==> src/rtl/cellimp_pkg.sv <==
package cellimp_pkg;
  typedef enum logic [1:0] {
    IMP_LOSS   = 2'd0,
    IMP_ERROR  = 2'd1,
    IMP_INSERT = 2'd2,
    IMP_NONE   = 2'd3
  } impMode_e;

  typedef struct packed {
    logic       drop;
    logic       corrupt;
    logic       insert;
    logic [7:0] errMask;
  } cellCmd_t;

  typedef struct packed {
    logic [7:0] d;
    logic       s;
    logic       e;
  } busByte_t;
endpackage

==> src/rtl/cellimp_lfsr.sv <==
module cellimp_lfsr #(
  parameter int           W     = 17,
  parameter logic [W-1:0] TAPS  = 17'h12000,
  parameter logic [W-1:0] SEED  = 17'h00001,
  parameter int           OUT_W = 6
) (
  input  logic             clk,
  input  logic             rstN,
  input  logic             step,
  output logic [OUT_W-1:0] cur
);
  logic [W-1:0] st;
  logic         fb;

  assign fb  = ^(st & TAPS);
  assign cur = st[OUT_W-1:0];

  always_ff @(posedge clk) begin
    if (!rstN)     st <= SEED;
    else if (step) st <= {st[W-2:0], fb};
  end

  always @(posedge clk) begin
    assert_lfsr_alive_R4: assert (!rstN || st != '0)
      else $error("shift register locked at zero");
  end
endmodule

==> src/rtl/cellimp_ctrl.sv <==
module cellimp_ctrl
  import cellimp_pkg::*;
#(
  parameter int CELL_LEN = 12,
  parameter int HDR_LEN  = 4,
  parameter int ADDR_W   = 6,
  parameter int VAL_W    = 24
) (
  input  logic                 clk,
  input  logic                 rstN,
  input  logic                 enable,
  input  logic [1:0]           mode,
  input  logic                 allCells,
  input  logic [8*HDR_LEN-1:0] chanKey,
  input  logic [8*HDR_LEN-1:0] chanMask,
  input  logic [23:0]          burstTab,
  input  logic                 tabWe,
  input  logic [ADDR_W-1:0]    tabAddr,
  input  logic [VAL_W-1:0]     tabData,
  input  logic [7:0]           inData,
  input  logic                 inStart,
  input  logic                 inEmpty,
  output cellCmd_t             cmd
);
  localparam int HW    = 8 * HDR_LEN;
  localparam int LOW_W = HW - 8;
  localparam int DEPTH = 1 << ADDR_W;
  localparam int IDX_W = $clog2(CELL_LEN + 1);

  impMode_e           impMode;
  logic [IDX_W-1:0]   idxReg, curIdx;
  logic               emptyReg, curEmpty;
  logic [LOW_W-1:0]   hdrLow;
  logic [HW-1:0]      hdrNow;
  logic               hdrDone, isMatch, active;
  logic [VAL_W-1:0]   tab [DEPTH];
  logic [VAL_W-1:0]   cnt, cntN, tabVal;
  logic [2:0]         burstLeft, burstN, burstCode, burstIdx;
  logic               insPend, pendN, eventStep;
  logic [ADDR_W-1:0]  addrCur;
  cellCmd_t           cmdN;
  logic [2:0]         errLen;

  assign impMode  = impMode_e'(mode);
  assign active   = enable && (impMode != IMP_NONE);
  assign curIdx   = inStart ? '0 : idxReg;
  assign curEmpty = inStart ? inEmpty : emptyReg;
  assign hdrNow   = {hdrLow, inData};
  assign hdrDone  = (curIdx == IDX_W'(HDR_LEN - 1));
  assign isMatch  = !curEmpty && (allCells || (((hdrNow ^ chanKey) & chanMask) == '0));
  assign tabVal   = (tab[addrCur] == '0) ? VAL_W'(1) : tab[addrCur];
  assign burstCode = burstTab[5'(burstIdx) * 5'd3 +: 3];
  assign errLen   = {1'b0, burstCode[1:0]} + 3'd1;

  cellimp_lfsr #(.W(17), .TAPS(17'h12000), .SEED(17'h0ACE1), .OUT_W(ADDR_W)) i_addrGen (
    .clk(clk), .rstN(rstN), .step(!active || eventStep), .cur(addrCur));

  cellimp_lfsr #(.W(17), .TAPS(17'h10004), .SEED(17'h1B00F), .OUT_W(3)) i_burstGen (
    .clk(clk), .rstN(rstN), .step(eventStep), .cur(burstIdx));

  always_ff @(posedge clk) begin
    if (tabWe && !enable) tab[tabAddr] <= tabData;
  end

  always_comb begin
    cntN      = cnt;
    burstN    = burstLeft;
    pendN     = insPend;
    cmdN      = cmd;
    eventStep = 1'b0;
    if (!active) begin
      cntN   = tabVal;
      burstN = '0;
      pendN  = 1'b0;
      if (hdrDone) cmdN = '0;
    end else if (hdrDone) begin
      cmdN = '0;
      if (curEmpty) begin
        if (impMode == IMP_INSERT && insPend) begin
          cmdN.insert = 1'b1;
          pendN       = 1'b0;
        end
      end else if (isMatch) begin
        if (burstLeft != '0) begin
          cmdN.drop = 1'b1;
          burstN    = burstLeft - 3'd1;
        end else if (cnt == VAL_W'(1)) begin
          eventStep = 1'b1;
          cntN      = tabVal;
          case (impMode)
            IMP_LOSS: begin
              cmdN.drop = 1'b1;
              burstN    = burstCode;
            end
            IMP_ERROR: begin
              cmdN.corrupt = 1'b1;
              cmdN.errMask = 8'((9'd1 << errLen) - 9'd1);
            end
            default: pendN = 1'b1;
          endcase
        end else begin
          cntN = cnt - VAL_W'(1);
        end
      end
    end
  end

  always_ff @(posedge clk) begin
    if (!rstN) begin
      idxReg    <= '0;
      emptyReg  <= 1'b1;
      hdrLow    <= '0;
      cnt       <= VAL_W'(1);
      burstLeft <= '0;
      insPend   <= 1'b0;
      cmd       <= '0;
    end else begin
      if (inStart) begin
        idxReg   <= IDX_W'(1);
        emptyReg <= inEmpty;
      end else if (idxReg != IDX_W'(CELL_LEN)) begin
        idxReg <= idxReg + IDX_W'(1);
      end
      if (curIdx < IDX_W'(HDR_LEN - 1)) hdrLow <= LOW_W'({hdrLow, inData});
      cnt       <= cntN;
      burstLeft <= burstN;
      insPend   <= pendN;
      cmd       <= cmdN;
    end
  end

  assert_one_action_R10: assert property (@(posedge clk) disable iff (!rstN)
    $onehot0({cmd.drop, cmd.corrupt, cmd.insert}));
  assert_count_nonzero_R5: assert property (@(posedge clk) disable iff (!rstN)
    enable |-> cnt != '0);
  assert_nomatch_clean_R3: assert property (@(posedge clk) disable iff (!rstN)
    hdrDone && !curEmpty && !isMatch |=> cmd == '0);
  assert_nomatch_hold_R3: assert property (@(posedge clk) disable iff (!rstN)
    hdrDone && active && !curEmpty && !isMatch |=> $stable(cnt));
  assert_burst_tail_R7: assert property (@(posedge clk) disable iff (!rstN)
    hdrDone && active && isMatch && burstLeft != '0 |=> cmd.drop);
endmodule

==> src/rtl/cellimp_dp.sv <==
module cellimp_dp
  import cellimp_pkg::*;
#(
  parameter int CELL_LEN = 12,
  parameter int HDR_LEN  = 4,
  parameter int ERR_BYTE = 5
) (
  input  logic                 clk,
  input  logic                 rstN,
  input  logic [8*HDR_LEN-1:0] insHdr,
  input  logic [7:0]           insFill,
  input  cellCmd_t             cmd,
  input  logic [7:0]           inData,
  input  logic                 inStart,
  input  logic                 inEmpty,
  output logic [7:0]           outData,
  output logic                 outStart,
  output logic                 outEmpty
);
  localparam int HW    = 8 * HDR_LEN;
  localparam int IDX_W = $clog2(CELL_LEN + 1);

  busByte_t         line [CELL_LEN];
  busByte_t         tail;
  cellCmd_t         actReg, curAct;
  logic [IDX_W-1:0] oIdxReg, curOIdx;
  logic [7:0]       insByte, nd;
  logic             ne, inCell;

  assign tail    = line[CELL_LEN-1];
  assign curOIdx = tail.s ? '0 : oIdxReg;
  assign curAct  = tail.s ? cmd : actReg;
  assign inCell  = curOIdx < IDX_W'(CELL_LEN);

  always_comb begin
    insByte = insFill;
    for (int b = 0; b < HDR_LEN; b++)
      if (curOIdx == IDX_W'(b)) insByte = insHdr[8*(HDR_LEN-1-b) +: 8];
  end

  always_comb begin
    nd = tail.d;
    ne = tail.e;
    if (inCell) begin
      if (curAct.drop) begin
        nd = '0;
        ne = 1'b1;
      end else if (curAct.insert) begin
        nd = insByte;
        ne = 1'b0;
      end else if (curAct.corrupt && curOIdx == IDX_W'(ERR_BYTE)) begin
        nd = tail.d ^ curAct.errMask;
      end
    end
  end

  always_ff @(posedge clk) begin
    if (!rstN) begin
      for (int k = 0; k < CELL_LEN; k++) line[k] <= '{d: 8'd0, s: 1'b0, e: 1'b1};
      oIdxReg  <= IDX_W'(CELL_LEN);
      actReg   <= '0;
      outData  <= '0;
      outStart <= 1'b0;
      outEmpty <= 1'b1;
    end else begin
      line[0] <= '{d: inData, s: inStart, e: inEmpty};
      for (int k = 1; k < CELL_LEN; k++) line[k] <= line[k-1];
      if (tail.s) begin
        oIdxReg <= IDX_W'(1);
        actReg  <= cmd;
      end else if (oIdxReg != IDX_W'(CELL_LEN)) begin
        oIdxReg <= oIdxReg + IDX_W'(1);
      end
      outData  <= nd;
      outStart <= tail.s;
      outEmpty <= ne;
    end
  end

  assert_start_follow_R2: assert property (@(posedge clk) disable iff (!rstN)
    tail.s |=> outStart);
  assert_drop_empty_R6: assert property (@(posedge clk) disable iff (!rstN)
    tail.s && cmd.drop |=> outEmpty && outData == 8'd0);
  assert_insert_slot_R9: assert property (@(posedge clk) disable iff (!rstN)
    tail.s && cmd.insert |-> tail.e);
  assert_insert_header_R9: assert property (@(posedge clk) disable iff (!rstN)
    tail.s && cmd.insert |=> !outEmpty && outData == $past(insHdr[HW-8 +: 8]));
  assert_err_header_R8: assert property (@(posedge clk) disable iff (!rstN)
    tail.s && cmd.corrupt |=> outData == $past(tail.d) && outEmpty == $past(tail.e));
endmodule

==> src/rtl/cell_impair_injector.sv <==
module cell_impair_injector
  import cellimp_pkg::*;
#(
  parameter int CELL_LEN = 12,
  parameter int HDR_LEN  = 4,
  parameter int ADDR_W   = 6,
  parameter int VAL_W    = 24,
  parameter int ERR_BYTE = 5
) (
  input  logic                 clk,
  input  logic                 rstN,
  input  logic                 enable,
  input  logic [1:0]           mode,
  input  logic                 allCells,
  input  logic [8*HDR_LEN-1:0] chanKey,
  input  logic [8*HDR_LEN-1:0] chanMask,
  input  logic [8*HDR_LEN-1:0] insHdr,
  input  logic [7:0]           insFill,
  input  logic [23:0]          burstTab,
  input  logic                 tabWe,
  input  logic [ADDR_W-1:0]    tabAddr,
  input  logic [VAL_W-1:0]     tabData,
  input  logic [7:0]           inData,
  input  logic                 inStart,
  input  logic                 inEmpty,
  output logic [7:0]           outData,
  output logic                 outStart,
  output logic                 outEmpty
);
  cellCmd_t cmd;

  cellimp_ctrl #(.CELL_LEN(CELL_LEN), .HDR_LEN(HDR_LEN), .ADDR_W(ADDR_W), .VAL_W(VAL_W)) i_ctrl (
    .clk(clk), .rstN(rstN), .enable(enable), .mode(mode), .allCells(allCells),
    .chanKey(chanKey), .chanMask(chanMask), .burstTab(burstTab),
    .tabWe(tabWe), .tabAddr(tabAddr), .tabData(tabData),
    .inData(inData), .inStart(inStart), .inEmpty(inEmpty), .cmd(cmd));

  cellimp_dp #(.CELL_LEN(CELL_LEN), .HDR_LEN(HDR_LEN), .ERR_BYTE(ERR_BYTE)) i_dp (
    .clk(clk), .rstN(rstN), .insHdr(insHdr), .insFill(insFill), .cmd(cmd),
    .inData(inData), .inStart(inStart), .inEmpty(inEmpty),
    .outData(outData), .outStart(outStart), .outEmpty(outEmpty));
endmodule

==> config.mk <==
export PLATFORM = sky130hd
export DESIGN_NAME = cell_impair_injector
export DESIGN_NICKNAME = d
export VERILOG_FILES = /design/src/rtl/cellimp_pkg.sv /design/src/rtl/cellimp_lfsr.sv /design/src/rtl/cellimp_ctrl.sv /design/src/rtl/cellimp_dp.sv /design/src/rtl/cell_impair_injector.sv
export SDC_FILE = /design/constraint.sdc
export NUM_CORES = 2
export LEC_CHECK = 0
export BUFFER_PORTS_ARGS = -buffer_cell sky130_fd_sc_hd__buf_2
export CAP_MARGIN = 0
export CORE_ASPECT_RATIO = 1.2
export CORE_MARGIN = 3
export CORE_UTILIZATION = 62
export CTS_CLUSTER_SIZE = 20
export DETAILED_ROUTE_END_ITERATION = 7
export PLACE_DENSITY = 0.8
export SKIP_LAST_GASP = 1
export SYNTH_ARGS = -nofsm -noshare
export SYNTH_HDL_FRONTEND = slang
export SYNTH_HIERARCHICAL = 1
export SYNTH_SLANG_ARGS = --single-unit
export TNS_END_PERCENT = 20
==> constraint.sdc <==
create_clock -name clk -period 3.8 [get_ports clk]
set_clock_uncertainty 0.05 [all_clocks]
set_input_delay 0.38 -clock clk [delete_from_list [all_inputs] [get_ports clk]]
set_output_delay 0.38 -clock clk [all_outputs]
set_load 0.01 [all_outputs]
Word-level counts from Yosys, hierarchy flattened
Memory sizes are Yosys's and may differ from the RTL's. A register that Yosys moved wholly into a read port is not among the register bits. Index checks and enable logic that the tools add are counted.

Shift-type cells: 2. Multipliers: 1. $add $sub $neg: 6. Equality and inequality tests: 18. Order comparisons: 2. Bitwise logic cells: 17. Divide/modulo/power cells: 0. Muxes and demuxes: 76. Reduce and logical (&&, ||, !) cells: 30.

Operators with widths (number): 2-to-1 mux 24 bit (7); 2-to-1 mux 10 bit (12); 2-to-1 mux 8 bit (13); 2-to-1 mux 11 bit (4); parity 17 bit (2); AND 32 bit (1); logical NOT 32 bit (1); bitwise XOR 32 bit (1); 2-to-1 mux 1 bit (28); equality test 24 x 1 -> 1 bit, second input constant (1); logical NOT 24 bit (1); indexed part select 24 x 6 -> 3 bit (1); subtractor 24 x 1 -> 24 bit, second input constant (1); 2-to-1 mux 4 bit (4); equality test 4 x 2 -> 1 bit, second input constant (3); 2-to-1 mux 6 bit (2); bitwise OR 1 bit (12); nonzero test 2 bit (6); 2-to-1 mux 3 bit (3); adder 4 x 1 -> 4 bit, second input constant (2); != test 2 x 1 -> 1 bit, second input constant (4); != test 2 bit, second input constant (4); != test 4 bit, second input constant (2); left shift 1 x 3 -> 8 bit, first input constant (1); other kinds (24) (36).

Memory bits (read-only): 0. Bits in registers: 127. Memory bits (writable): 1656. Input port bits: 175. Output and inout port bits: 10. Bits in latches: 0. Memories: 2.

Memories: i_ctrl.tab (depth 64, width 24, read ports 1, clocked after Yosys merged registers in 1, write ports 1, line cellimp_ctrl.sv:36) `logic [VAL_W-1:0] tab [DEPTH];`; i_dp.line (depth 12, width 10, read ports 12, clocked after Yosys merged registers in 0, write ports 12, line cellimp_dp.sv:23) `busByte_t line [CELL_LEN];`.

Logic depth before layout (Yosys ltp)
Word-level depth: 12. Depth in mapped cells: 14. Depth with buffers taken out: 10.

By module
The synthesis kept the hierarchy.

By module, submodules not included: cellimp_ctrl (sequential area each 47485.5 µm², area an instance 62600.0 µm², cells an instance 3053, instances 1); cellimp_dp (sequential area each 2902.8 µm², area an instance 4982.3 µm², cells an instance 461, instances 1); cellimp_lfsr (i_ctrl.i_addrGen) (sequential area each 340.3 µm², area an instance 686.9 µm², cells an instance 61, instances 1); cellimp_lfsr (i_ctrl.i_burstGen) (sequential area each 340.3 µm², area an instance 664.4 µm², cells an instance 58, instances 1).

Worst setup path before layout
Ideal clock, no wire load.

Kind: input port to flip-flop. Start: input tabAddr[3]. End: memory i_ctrl.tab[48][0], enable pin. Buffers on the path: 1. Cell stages on the path: 4. Slack: 558 ps. Data required time: 3315 ps. Library setup time: 435 ps. Arrival: 2757 ps. Path through: clkbuf_1 > nand4b_1 > or3_1 > nor3_1.

RTL lines: from (decl) (line cell_impair_injector.sv:21) `input logic [ADDR_W-1:0] tabAddr,`; to (decl) (line cellimp_ctrl.sv:36).

Straight into the memory's write port.

==> flow_summary_export.csv <==
group,metric,value,unit
outcome,run_status,"complete, no violations",
global_routing,use_met3,9.672,%
timing,final.setup.tns,0,ps
setup_path,critical-path-slowest-cell,"nor2b_4",
logic_synthesis,syn_avg_cell_area,18.97,um2
setup_path,crit_path_end_kind,"register",
route,drc,0,
placement,placed_cell_area,72960,um2
clock_network,numCtsBuffers,161,
placement,gp_congestion,1.021,
timing,final_max_slew_viol_count,0,
logic_synthesis,synth.most_common_cell,"edfxtp_1",
layout,drive_above_1_share,28.16,%
clock_network,cts_tree,"done",
placement,port_buffers,184,
logic_synthesis,synth-xor-area-share,0.4574,%
clock_network,cts_root_buf,"clkbuf_16",
logic_synthesis,synth_top_family_by_area,"multiplexers",
logic_synthesis,ys_seq_elements,1783,
layout,syn2layout_area_growth,13.75,%
global_routing,first_global_vias,38765,
power_and_ir_drop,p_per_area,516.6,nW/um2
flow_run,cap_violations,0,
layout,fin_area,78410,um2
clock_network,clk_pin_slew,60,ps
setup_path,cp-start-kind,"register",
placement,place_hpwl,110.1,mm
timing,fin_hold_ws,49.52,ps
setup_path,cp.required,4430,ps
logic_synthesis,syn-num-nets,3816,
layout,layout.nets,4216,
setup_path,crit_arrival,4430,ps
logic_synthesis,synth_common_cells,"edfxtp_1, mux4_2, dfxtp_1",
setup_path,crit_family,"compound AO/OA/AOI/OAI gates",
setup_path,critPathMaxFanout,13,
logic_synthesis,yosys-mux-area-fraction,14.58,%
logic_synthesis,yosysSeqAreaShare,74.08,%
global_routing,grt-ovfl-total,0,
timing,min_period,3795,ps
global_routing,grt_max_degree,110,
clock_network,cts.sinks,1783,
logic_synthesis,synth_edf_count,1536,
floorplanning,core-area,110000,um2
logic_synthesis,synthCells,3633,
route,avgViaCountPerCell,6.862,
logic_synthesis,netlist.area_leader.share,66.91,%
timing,hold_viol_final,0,
route,drtIter0Drc,5721,
timing,fmax,263.5,MHz
worst_hold_path,min_path_type,"input port to register",
logic_synthesis,ys_async_sr_fraction,0,%
layout,nFillCells,6294,
logic_synthesis,syn-cell-area,68930,um2
logic_synthesis,synth-compound-area-share,4.026,%
floorplanning,start_util,62.67,%
route,routedWlPerCell,33.34,um
logic_synthesis,synth_ff_type,"edfxtp_1",
route,vias,38854,
timing,finalCritPeriodShare,99.86,%
global_routing,grt_use_total,33.46,%
global_routing,use_met2,52.13,%
timing,relSlewSlack,8.140,%
global_routing,met1_usage,42.83,%
logic_synthesis,ys_warn_count,6,
floorplanning,pin_count,185,
logic_synthesis,synthSimpleGateAreaFrac,4.903,%
layout,final_util,71.28,%
logic_synthesis,synthAdderAreaFrac,0.1452,%
logic_synthesis,synth_area_leaders,"edfxtp_1, mux4_2, dfxtp_1, mux2i_1, and2_1",
power_and_ir_drop,peakVddDrop,0.4225,mV
power_and_ir_drop,leakage,0.02593,uW
route,wl,188.7,mm
global_routing,grt.busiest_layer,"met2",
global_routing,grt_pass1_wl,270.9,mm
floorplanning,dieHeight,371.3,um
route,dr.pass1.iters,6,
logic_synthesis,yosysTopAreaCell,"edfxtp_1",
clock_network,htreeDepth,4,
floorplanning,die-area,115200,um2
setup_path,crit_type,"register to register",
layout,register_area,51080,um2
floorplanning,fp-row-count,133,
floorplanning,die_width,310.4,um
global_routing,antenna_found_initial,9,
timing,rsz0062_at_grt,"false",
clock_network,insertion_delay,800,ps
timing,worst_pin_slew,1378,ps
route,drtAntennaViolNets,0,
layout,multi_input_area,16860,um2
timing,finalSetupViolCount,0,
logic_synthesis,synth.distinct_cells,79,
setup_path,cpPeakStageDelay,640,ps
setup_path,crit_buf_inv,3,
setup_path,crit_chain,"nor2b_4 > buf_4 > buf_4 > a22oi_1 > a21oi_1 > nor3_1 > a21oi_1 > buf_4 > o21ai_0 > a21oi_1",
clock_network,clockBufferDepth,3,
## sequential cells by signal (all words and copies together) (netlist names)
signal / flops
i_ctrl/i_addrGen/st: 17
i_ctrl/cnt: 24
i_ctrl/hdrLow: 24
i_dp/outData: 8
i_dp/line: 120
i_ctrl/emptyReg: 1
i_ctrl/insPend: 1
i_dp/outStart: 1
i_ctrl/idxReg: 4
i_ctrl/i_burstGen/st: 17
i_dp/actReg: 11
i_dp/oIdxReg: 4
i_ctrl/tab: 1536
i_dp/outEmpty: 1
i_ctrl/burstLeft: 3
i_ctrl/cmd: 11
## tightest hold or removal path, cell delays in order
cell     delay [ps]
buf_2            80
o21a_1          100
o21ai_0          90
a22oi_1         180
## layout make-up
type                    count  area share (%)
flip-flops and latches   1783           65.15
multi-input cells        1624           21.50
clock buffers             199           5.478
repair buffers            445           4.254
well taps                1485           2.370
clock inverters           103           1.146
inverters                  18         0.08617
diodes                      5         0.01596
## kinds of logic after synthesis
family,count (synthesis)
AO/OA/AOI/OAI,417
adder cells (fa/ha/maj),8
AND/OR/NAND/NOR,651
buffers and inverters,226
XOR/XNOR,36
multiplexers,512
flip-flops,1783
## cells in the final DEF, fill, tap and decap left out, drive strengths merged, types with 8 or more instances in the layout
| master | Yosys | final |
|---|---|---|
| nor4 | 12 | 12 |
| inv | 16 | 26 |
| clkbuf | 93 | 199 |
| dfxtp | 247 | 247 |
| nand2b | 28 | 28 |
| clkinv | 2 | 73 |
| nand3 | 46 | 46 |
| mux2 | 15 | 15 |
| a21oi | 102 | 102 |
| nor4b | 10 | 10 |
| bufinv | 0 | 12 |
| nor2b | 45 | 45 |
| a221oi | 17 | 17 |
| nor3 | 26 | 26 |
| and2 | 120 | 120 |
| nand4 | 14 | 14 |
| mux2i | 105 | 105 |
| o31ai | 8 | 8 |
| edfxtp | 1536 | 1536 |
| o21a | 11 | 11 |
| o21ai | 73 | 73 |
| or4 | 9 | 9 |
| nor3b | 12 | 12 |
| nand2 | 148 | 148 |
| ha | 8 | 8 |
| or3 | 12 | 12 |
| clkinvlp | 0 | 10 |
| a22oi | 98 | 98 |
| a22o | 13 | 13 |
| o22ai | 14 | 14 |
| a31oi | 18 | 18 |
| nor2 | 140 | 140 |
| xor2 | 32 | 32 |
| mux4 | 392 | 392 |
| buf | 115 | 429 |
| dlygate4sd3 | 0 | 16 |
## final timing paths
| path | depth (start not counted) | slack (ps) | endpoint | from |
|---|---|---|---|---|
| hold / removal | 4 | 50 | i_dp/outData[3] | insHdr[27] |
| setup / recovery | 10 | 5 | i_ctrl/cnt[14] | i_ctrl/i_addrGen/st[3] |
| hold reg to reg | 1 | 360 | i_dp/line[1][30] | i_dp/line[1][20] |
| setup reg to reg | 10 | 5 | i_ctrl/cnt[14] | i_ctrl/i_addrGen/st[3] |
## per-layer routing
layer	routed length [um]	up-vias
li1	-	15491
met1	63270	19627
met2	89610	3082
met3	23940	642
met4	11850	12
met5	80	-
## stage by stage
stage | instances | total power [uW] | setup WS [ps]
after CTS | 5649 | 40570 | 75.43
after global placement | 5331 | 24670 | 4.774
after global routing | 5657 | 41480 | 96.94
final | 5662 | 40510 | 5.306
after floorplan | 3633 | 23530 | 557.9
after detailed placement | 5331 | 24740 | 7.315
## timing repair
| item | in CTS | in global routing |
|---|---|---|
| hold buffers | 16 | 0 |
| setup buffers | 0 | 8 |
| resized for setup | 2 | 3 |
| setup endpoints to repair | 1 | 1 |
| endpoints found under the hold margin | 48 | 0 |
| pin swaps | 0 | 0 |
## power breakdown
| group | total [uW] | switching (uW) | internal [uW] |
|---|---|---|---|
| clock network | 16000 | 7150 | 8900 |
| logic | 2980 | 1750 | 1230 |
| registers | 21500 | 112 | 21400 |
| total | 40500 | 9010 | 31500 |
(Power assumes the default switching activity.)
